===== config.mk =====
export PLATFORM = sky130hd
export DESIGN_NAME = ictl_daisy
export DESIGN_NICKNAME = d
export VERILOG_FILES = /design/src/rtl/ictl_pkg.sv /design/src/rtl/ictl_req_latch.sv /design/src/rtl/ictl_prio.sv /design/src/rtl/ictl_srv.sv /design/src/rtl/ictl_daisy.sv
export SDC_FILE = /design/constraint.sdc
export NUM_CORES = 1
export LEC_CHECK = 0
export ABC_AREA = 0
export BUFFER_PORTS_ARGS = -buffer_cell sky130_fd_sc_hd__buf_2
export CAP_MARGIN = 15
export CORE_UTILIZATION = 30
export CTS_CLUSTER_DIAMETER = 50
export DETAILED_ROUTE_END_ITERATION = 8
export MAX_ROUTING_LAYER = met4
export PLACE_DENSITY_LB_ADDON = 0.05
export SETUP_SLACK_MARGIN = 0.2
export SYNTH_ARGS = -nofsm -noshare
export SYNTH_HDL_FRONTEND = slang
export SYNTH_SLANG_ARGS = --single-unit

===== constraint.sdc =====
create_clock -name clk -period 2.2 [get_ports clk]
set_input_delay 0.11 -clock clk [delete_from_list [all_inputs] [get_ports clk]]
set_output_delay 0.11 -clock clk [all_outputs]
set_load 0.02 [all_outputs]

===== src/rtl/ictl_pkg.sv =====
package ictl_pkg;
   // Vector bits [2:1] carry the channel number, bit 0 is always zero.
   localparam int SLOT_W = 2;
   localparam int MAX_CH = 1 << SLOT_W;
endpackage


===== src/rtl/ictl_req_latch.sv =====
module ictl_req_latch #(
   parameter int NCH = 4
) (
   input  logic           clk,
   input  logic           rst_n,
   input  logic [NCH-1:0] zc_i,
   input  logic [NCH-1:0] ena_i,
   input  logic [NCH-1:0] clr_i,
   output logic [NCH-1:0] pend_o
);
   generate
      for (genvar k = 0; k < NCH; k++) begin : g_ch
         always_ff @(posedge clk) begin
            if (!rst_n)
               pend_o[k] <= 1'b0;
            else if (zc_i[k] && ena_i[k])
               pend_o[k] <= 1'b1;
            else if (clr_i[k])
               pend_o[k] <= 1'b0;
         end

         // a channel that is not enabled never picks up a request
         assert_disabled_quiet_R3 : assert property (@(posedge clk) disable iff (!rst_n)
            (!$past(pend_o[k]) && !$past(zc_i[k] && ena_i[k])) |-> !pend_o[k]);

         // a fresh enabled zero-count survives a same-cycle clear
         assert_set_wins_R10 : assert property (@(posedge clk) disable iff (!rst_n)
            $past(zc_i[k] && ena_i[k]) |-> pend_o[k]);
      end
   endgenerate
endmodule


===== src/rtl/ictl_prio.sv =====
module ictl_prio
   import ictl_pkg::*;
#(
   parameter int NCH = 4
) (
   input  logic              clk,
   input  logic              rst_n,
   input  logic [NCH-1:0]    pend_i,
   input  logic [NCH-1:0]    srv_i,
   output logic [NCH-1:0]    grant_o,
   output logic              any_o,
   output logic [SLOT_W-1:0] idx_o
);
   logic [NCH:0] blk;

   assign blk[0] = 1'b0;

   generate
      for (genvar k = 0; k < NCH; k++) begin : g_chain
         assign grant_o[k] = pend_i[k] & ~srv_i[k] & ~blk[k];
         assign blk[k+1]   = blk[k] | pend_i[k] | srv_i[k];
      end
   endgenerate

   assign any_o = |grant_o;

   always_comb begin
      idx_o = '0;
      for (int k = NCH - 1; k >= 0; k--)
         if (grant_o[k]) idx_o = SLOT_W'(k);
   end

   // at most one channel wins the chain
   assert_single_grant_R4 : assert property (@(posedge clk) disable iff (!rst_n)
      $onehot0(grant_o));

   // no grant to a channel still under service
   assert_no_grant_in_service_R8 : assert property (@(posedge clk) disable iff (!rst_n)
      (grant_o & srv_i) == '0);
endmodule


===== src/rtl/ictl_srv.sv =====
module ictl_srv #(
   parameter int NCH = 4
) (
   input  logic           clk,
   input  logic           rst_n,
   input  logic           take_i,
   input  logic [NCH-1:0] grant_i,
   input  logic           reti_i,
   output logic [NCH-1:0] srv_o
);
   logic [NCH-1:0] top_srv;
   logic [NCH-1:0] set_v;
   logic [NCH-1:0] clr_v;

   assign top_srv = srv_o & (~srv_o + NCH'(1));
   assign set_v   = take_i ? grant_i : '0;
   assign clr_v   = reti_i ? top_srv : '0;

   always_ff @(posedge clk) begin
      if (!rst_n)
         srv_o <= '0;
      else
         srv_o <= (srv_o & ~clr_v) | set_v;
   end

   // the acknowledged channel enters service
   assert_take_marks_R10 : assert property (@(posedge clk) disable iff (!rst_n)
      take_i |=> ((srv_o & $past(grant_i)) != '0));

   // a return without a concurrent acknowledge drops exactly one mark
   assert_reti_one_R9 : assert property (@(posedge clk) disable iff (!rst_n)
      (reti_i && !take_i && (srv_o != '0)) |=>
         ($countones(srv_o) + 1 == $countones($past(srv_o))));
endmodule


===== src/rtl/ictl_daisy.sv =====
module ictl_daisy
   import ictl_pkg::*;
#(
   parameter int NCH   = 4,
   parameter int VEC_W = 8
) (
   input  logic                    clk,
   input  logic                    rst_n,
   input  logic [NCH-1:0]          zc_i,
   input  logic [NCH-1:0]          ena_i,
   input  logic                    iei_i,
   input  logic                    ack_i,
   input  logic                    reti_i,
   input  logic [VEC_W-SLOT_W-2:0] vec_hi_i,
   output logic                    int_n_o,
   output logic                    ieo_o,
   output logic [VEC_W-1:0]        vec_o,
   output logic                    vec_oe_o
);
   generate
      if (NCH < 1 || NCH > MAX_CH) begin : g_bad_nch
         $error("ictl_daisy: NCH must lie in 1..%0d", MAX_CH);
      end
      if (VEC_W < SLOT_W + 2) begin : g_bad_vec
         $error("ictl_daisy: VEC_W too small for the slot field");
      end
   endgenerate

   logic [NCH-1:0]    pend;
   logic [NCH-1:0]    srv;
   logic [NCH-1:0]    grant;
   logic              any;
   logic [SLOT_W-1:0] idx;
   logic              take;
   logic              reti_q;

   assign take   = ack_i & iei_i & any;
   assign reti_q = reti_i & iei_i;

   ictl_req_latch #(.NCH(NCH)) u_req (
      .clk    (clk),
      .rst_n  (rst_n),
      .zc_i   (zc_i),
      .ena_i  (ena_i),
      .clr_i  (take ? grant : '0),
      .pend_o (pend)
   );

   ictl_prio #(.NCH(NCH)) u_prio (
      .clk     (clk),
      .rst_n   (rst_n),
      .pend_i  (pend),
      .srv_i   (srv),
      .grant_o (grant),
      .any_o   (any),
      .idx_o   (idx)
   );

   ictl_srv #(.NCH(NCH)) u_srv (
      .clk     (clk),
      .rst_n   (rst_n),
      .take_i  (take),
      .grant_i (grant),
      .reti_i  (reti_q),
      .srv_o   (srv)
   );

   assign int_n_o  = ~(iei_i & any);
   assign ieo_o    = iei_i & ~(|pend) & ~(|srv);
   assign vec_oe_o = take;
   assign vec_o    = take ? {vec_hi_i, idx, 1'b0} : '0;

   // a passed-on enable and an own request never coexist
   assert_ieo_quiet_R7 : assert property (@(posedge clk) disable iff (!rst_n)
      ieo_o |-> int_n_o);

   // a low incoming enable silences the whole group
   assert_iei_gate_R6 : assert property (@(posedge clk) disable iff (!rst_n)
      !iei_i |-> (int_n_o && !vec_oe_o && !ieo_o));

   // a driven vector always has bit 0 clear and the programmed upper field
   assert_vec_shape_R5 : assert property (@(posedge clk) disable iff (!rst_n)
      vec_oe_o |-> (!vec_o[0] && vec_o[VEC_W-1:SLOT_W+1] == vec_hi_i));

   // a vector appears only with a request standing
   assert_vec_with_req_R11 : assert property (@(posedge clk) disable iff (!rst_n)
      vec_oe_o |-> (!int_n_o && ack_i));
endmodule


==> Yosys cells after proc, flatten, opt, wreduce, memory -nomap -nowiden <==
Cells that the tools add are included.
{ "word_totals": {"reg_bits": 8, "input_bits": 18} }
{ "classes": {"n_bitwise": 33, "reduce_logical": 11, "add_sub_neg": 1, "n_mux": 15} }
{ "op_table": {"columns": ["operator", "count"], "rows": [
  ["bitwise AND 1 bit", 13],
  ["OR reduction 4 bit", 3],
  ["NOT 1 bit", 10],
  ["bitwise AND 4 bit", 2],
  ["2-to-1 mux 1 bit", 8],
  ["2-to-1 mux 2 bit", 4],
  ["2-to-1 mux 4 bit", 2],
  ["2-to-1 mux 8 bit", 1],
  ["NOT 4 bit", 2],
  ["nonzero test 2 bit", 4],
  ["OR 1 bit", 5],
  ["adder 4 x 1 -> 4 bit, second input constant", 1],
  ["logical AND 1 bit", 4],
  ["OR 4 bit", 1]
]} }

==> Longest topological paths before layout <==
{ "logic_depth": {"ltp_word": 12, "depth_mapped": 4, "ltp_nobuf": 3} }

==> Modules after synthesis <==
From an unflattened synthesis, not the netlist that was laid out.
{ "unflattened": {"cells_unflattened": 69, "hier_area_um2": 581.8} }
{ "by_module_without_submodules": {"columns": ["module", "n_inst", "cells_per_inst", "area_per_inst_um2"], "rows": [
  ["ictl_srv", 1, 16, 165.2],
  ["ictl_daisy", 1, 21, 151.4],
  ["ictl_req_latch", 1, 16, 150.1],
  ["ictl_prio", 1, 16, 115.1]
]} }

==> Worst setup path before layout <==
No wires, ideal clock.
{ "synth_path": {"kind": "reg2out", "start": "register u_req.pend_o[1]", "end": "output port vec_o[1]", "stages_incl_launch_ff": 4, "arrival_time_ns": 1.296, "required_time_ns": 2.090, "path_slack_ns": 0.794, "path_cell_list": "dfxtp_1 > nor4_2 > a32oi_1 > nor3_1"} }
{ "synth_via": {"elab_chain_len": 11, "word_cells_on_any_way": 17, "classes_between": "mux: 5; bitwise: 11; reduce/logical: 1"} }
{ "synth_rtl": {"columns": ["element", "line", "rtl"], "rows": [
  ["from (decl)", "ictl_req_latch.sv:9", "output logic [NCH-1:0] pend_o"],
  ["from (signal, indexed assignment)", "ictl_req_latch.sv:15", "pend_o[k] <= 1'b0;"],
  ["from (signal, indexed assignment)", "ictl_req_latch.sv:17", "pend_o[k] <= 1'b1;"],
  ["from (signal, indexed assignment)", "ictl_req_latch.sv:19", "pend_o[k] <= 1'b0;"],
  ["OR 1 bit (4 in series)", "ictl_prio.sv:21", "assign blk[k+1] = blk[k] | pend_i[k] | srv_i[k];"],
  ["NOT 1 bit", "ictl_prio.sv:20", "assign grant_o[k] = pend_i[k] & ~srv_i[k] & ~blk[k];"],
  ["bitwise AND 1 bit", "ictl_prio.sv:20", null],
  ["2-to-1 mux 2 bit (4 in series)", "ictl_prio.sv:30", "if (grant_o[k]) idx_o = SLOT_W'(k);"],
  ["2-to-1 mux 8 bit (*)", "ictl_daisy.sv:71", "assign vec_o = take ? {vec_hi_i, idx, 1'b0} : '0;"],
  ["to (decl)", "ictl_daisy.sv:17", "output logic [VEC_W-1:0] vec_o,"]
]} }
Mark *: on every way between the ends. The rest lies on a longest branch, timed or not.

==> Worst setup path after layout <==
{ "layout_path": {"start": "register u_srv.srv_o[0]", "end": "output port int_n_o"} }
{ "layout_via": {"elab_chain_len": 10, "word_cells_on_any_way": 16, "classes_between": "bitwise: 15; reduce/logical: 1"} }
{ "layout_rtl": {"columns": ["element", "line", "rtl"], "rows": [
  ["from (decl)", "ictl_srv.sv:9", "output logic [NCH-1:0] srv_o"],
  ["from (signal assigned)", "ictl_srv.sv:23", "srv_o <= (srv_o & ~clr_v) | set_v;"],
  ["OR 1 bit (5 in series)", "ictl_prio.sv:21", null],
  ["NOT 1 bit", "ictl_prio.sv:20", null],
  ["bitwise AND 1 bit", "ictl_prio.sv:20", null],
  ["OR reduction 4 bit (*)", "ictl_prio.sv:25", "assign any_o = |grant_o;"],
  ["bitwise AND 1 bit (*)", "ictl_daisy.sv:68", "assign int_n_o = ~(iei_i & any);"],
  ["NOT 1 bit (*)", "ictl_daisy.sv:68", null],
  ["to (decl)", "ictl_daisy.sv:15", "output logic int_n_o,"]
]} }
Marks and branches as above.

==> results.sh <==
export IMPL_routedWlPerCell_um=10.63
export IMPL_worst_clock_skew_ns=0.002677
export IMPL_hold_viol_final=0
export IMPL_endpoint_kind="primary output"
export IMPL_io_pin_count=29
export IMPL_cts_repair_resized=0
export IMPL_row_count=14
export IMPL_hold_class="in -> reg"
export IMPL_portBuffers=27
export IMPL_critPathMaxFanout=9
export IMPL_leakagePower_nw=0.3074
export IMPL_place_gp_congestion=0.7958
export IMPL_min_period_ns=1.637
export IMPL_yosysSeqAreaShare_pct=31.45
export IMPL_fp_dieArea_mm2=0.001866
export IMPL_crit_family="flip-flops"
export IMPL_synth_cell_types=28
export IMPL_synth_edff_count=0
export IMPL_arrival_ns=1.53
export IMPL_overflow=0
export IMPL_synth_top_cell_area_share_pct=31.45
export IMPL_cts_setup_buffers=0
export IMPL_crit_buf_inv=1
export IMPL_yosys_top_cells_area="dfxtp_1 31%, a21oi_1 11%, nand2_1 10%"
export IMPL_hpwl_um=958.9
export IMPL_multi_input_area_um2=322.8
export IMPL_post_drt_via_cell_ratio=5.098
export IMPL_regArea_um2=160.2
export IMPL_fill_cells=172
export IMPL_area_delta_synth_final_pct=31.20
export IMPL_cap_violations=0
export IMPL_clkSinkCount=8
export IMPL_grt_max_degree=10
export IMPL_track_usage_pct=14.95
export IMPL_crit_path_cell_trace="or3_4 -> o21bai_4 -> a21bo_1 -> buf_2"
export IMPL_final_period_utilization_pct=74.40
export IMPL_dp_slack_ns=0.8489
export IMPL_final_cells=112
export IMPL_cts_made_buffers=3
export IMPL_async_flop_share_pct=0
export IMPL_syn_inst=68
export IMPL_max_freq_ghz=0.6109
export IMPL_postCtsHoldBufs=0
export IMPL_status="completed"
export IMPL_cp_slowest_cell="dfxtp_1"
export IMPL_nets=116
export IMPL_synth_common_cells="14 x nand2_1, 11 x a21oi_1, 8 x dfxtp_1, 4 x nor2_1"
export IMPL_setup_viol=0
export IMPL_worstSetupStartpointType="flip-flop"
export IMPL_grt_pass1_vias=475
export IMPL_wirelength_um=1191
export IMPL_clk_pin_slew_ns=0.06
export IMPL_mappedNetlistNets=86
export IMPL_dpl_cell_area_um2=645.6
export IMPL_yosysWarningCount=0
export IMPL_clock_path_buffers=2
export IMPL_rsz0062_at_grt="no"
export IMPL_synth_most_common_cell="nand2_1"
export IMPL_fin_ws_ns=0.5632
export IMPL_dieHeight_um=43.20
export IMPL_drt_iter0_markers=14
export IMPL_fin_area_um2=668.1
export IMPL_final_setup_tns_ns=0
export IMPL_coreArea_mm2=0.001541
export IMPL_synth_top_flop_cell="dfxtp_1"
export IMPL_slew_violations=0
export IMPL_final_util_pct=43.34
export IMPL_power_density_mw_per_mm2=566.5
export IMPL_avgSynthCellArea_um2=7.489
export IMPL_grt_pass1_wl_um=1994
export IMPL_crit_required_ns=2.09
export IMPL_drc=0
export IMPL_ctsRootBufferMaster="clkbuf_4"
export IMPL_fp_dieW_um=43.20
export IMPL_h_tree_depth=1
export IMPL_clock_latency_ns=0.26
export IMPL_syn_area_um2=509.2
export IMPL_firstDrtPassIters=4
export IMPL_ir_worst_vdd_mv=0.3079
export IMPL_antenna_cells=0
export IMPL_synth_seq_cells=8
export IMPL_antenna_found_initial=0
export IMPL_drive_gt1_share_pct=35.42
export IMPL_detail_route_antenna_nets=0
export IMPL_crit_type="reg -> out"
export IMPL_cts_tree="done"
export IMPL_dp_cells=109
export IMPL_yosys_area_top_type="dfxtp_1"
export IMPL_via_count=571
export IMPL_cpPeakStageDelay_ns=0.38
export IMPL_initial_core_util_pct=33.04
==> worst min-delay path, delay by kind of cell <==
family	cells	cell delay (ns)
AOI/OAI and AO/OA	1	0.07
buffers and inverters	1	0.07
and+or+nand+nor	1	0.05
==> cells by family after synthesis <==
kind of cell,count (synthesis),share of synthesized area (%)
other cells,1,0.7364
compound gates,24,31.70
simple gates,31,30.96
buf+inv,4,5.161
flops,8,31.45
==> final timing paths <==
check | from | end | slack [ns] | cells after the start
setup / recovery | u_srv.srv_o[0]$_SDFF_PN0_ | int_n_o | 0.56 | 4
setup reg to reg | u_req.pend_o[1]$_SDFFE_PN0P_ | u_req.pend_o[2]$_SDFFE_PN0P_ | 0.99 | 3
hold reg to reg | u_srv.srv_o[3]$_SDFF_PN0_ | u_srv.srv_o[3]$_SDFF_PN0_ | 0.48 | 2
hold / removal | ena_i[2] | u_req.pend_o[2]$_SDFFE_PN0P_ | 0.08 | 3
==> sequential cells by signal, summed over array words and instances, names as in the netlist <==
name / cells
u_req.pend_o: 4
u_srv.srv_o: 4
==> area by class of cell <==
| type | count | area share, % |
|---|---|---|
| Multi-Input combinational cell | 56 | 48.31 |
| Sequential cell | 8 | 23.97 |
| Timing Repair Buffer | 27 | 20.22 |
| Clock buffer | 3 | 3.371 |
| Tap cell | 16 | 2.996 |
| Inverter | 2 | 1.124 |
==> stage by stage <==
stage	hold slack, ns	total power, mW
2_1_floorplan	0.2403	0.2309
5_1_grt	0.07107	0.4090
4_1_cts	0.07634	0.3846
6_report	0.08224	0.3785
3_5_place_dp	0.3509	0.2655
3_3_place_gp	0.3423	0.2667
==> cell usage in the layout, fill, tap and decap left out, drive strengths merged, types with 2 or more instances in the layout <==
cell	count
or3	2
a311oi	2
o21ai	4
dfxtp	8
a21oi	11
nand2	14
inv	2
clkbuf	3
nor2	4
buf	27
nand3	3
and2	2
==> power by group <==
part / internal, mW / switching [mW] / total [mW]
Combinational: 0.0436 / 0.0577 / 0.101
Clock: 0.0627 / 0.0534 / 0.116
Sequential: 0.152 / 0.00902 / 0.161
==> per-layer routing <==
| layer | share of wire, % | vias up | global-route usage (%) |
|---|---|---|---|
| met5 | 0 | - | - |
| met3 | 6.4 | 3 | 7.660 |
| li1 | - | 306 | - |
| met2 | 45 | 16 | 19.40 |
| met1 | 48 | 246 | 19.54 |
| met4 | 0.84 | 0 | 5.455 |
Note: power is estimated with default switching activity, not from simulation.
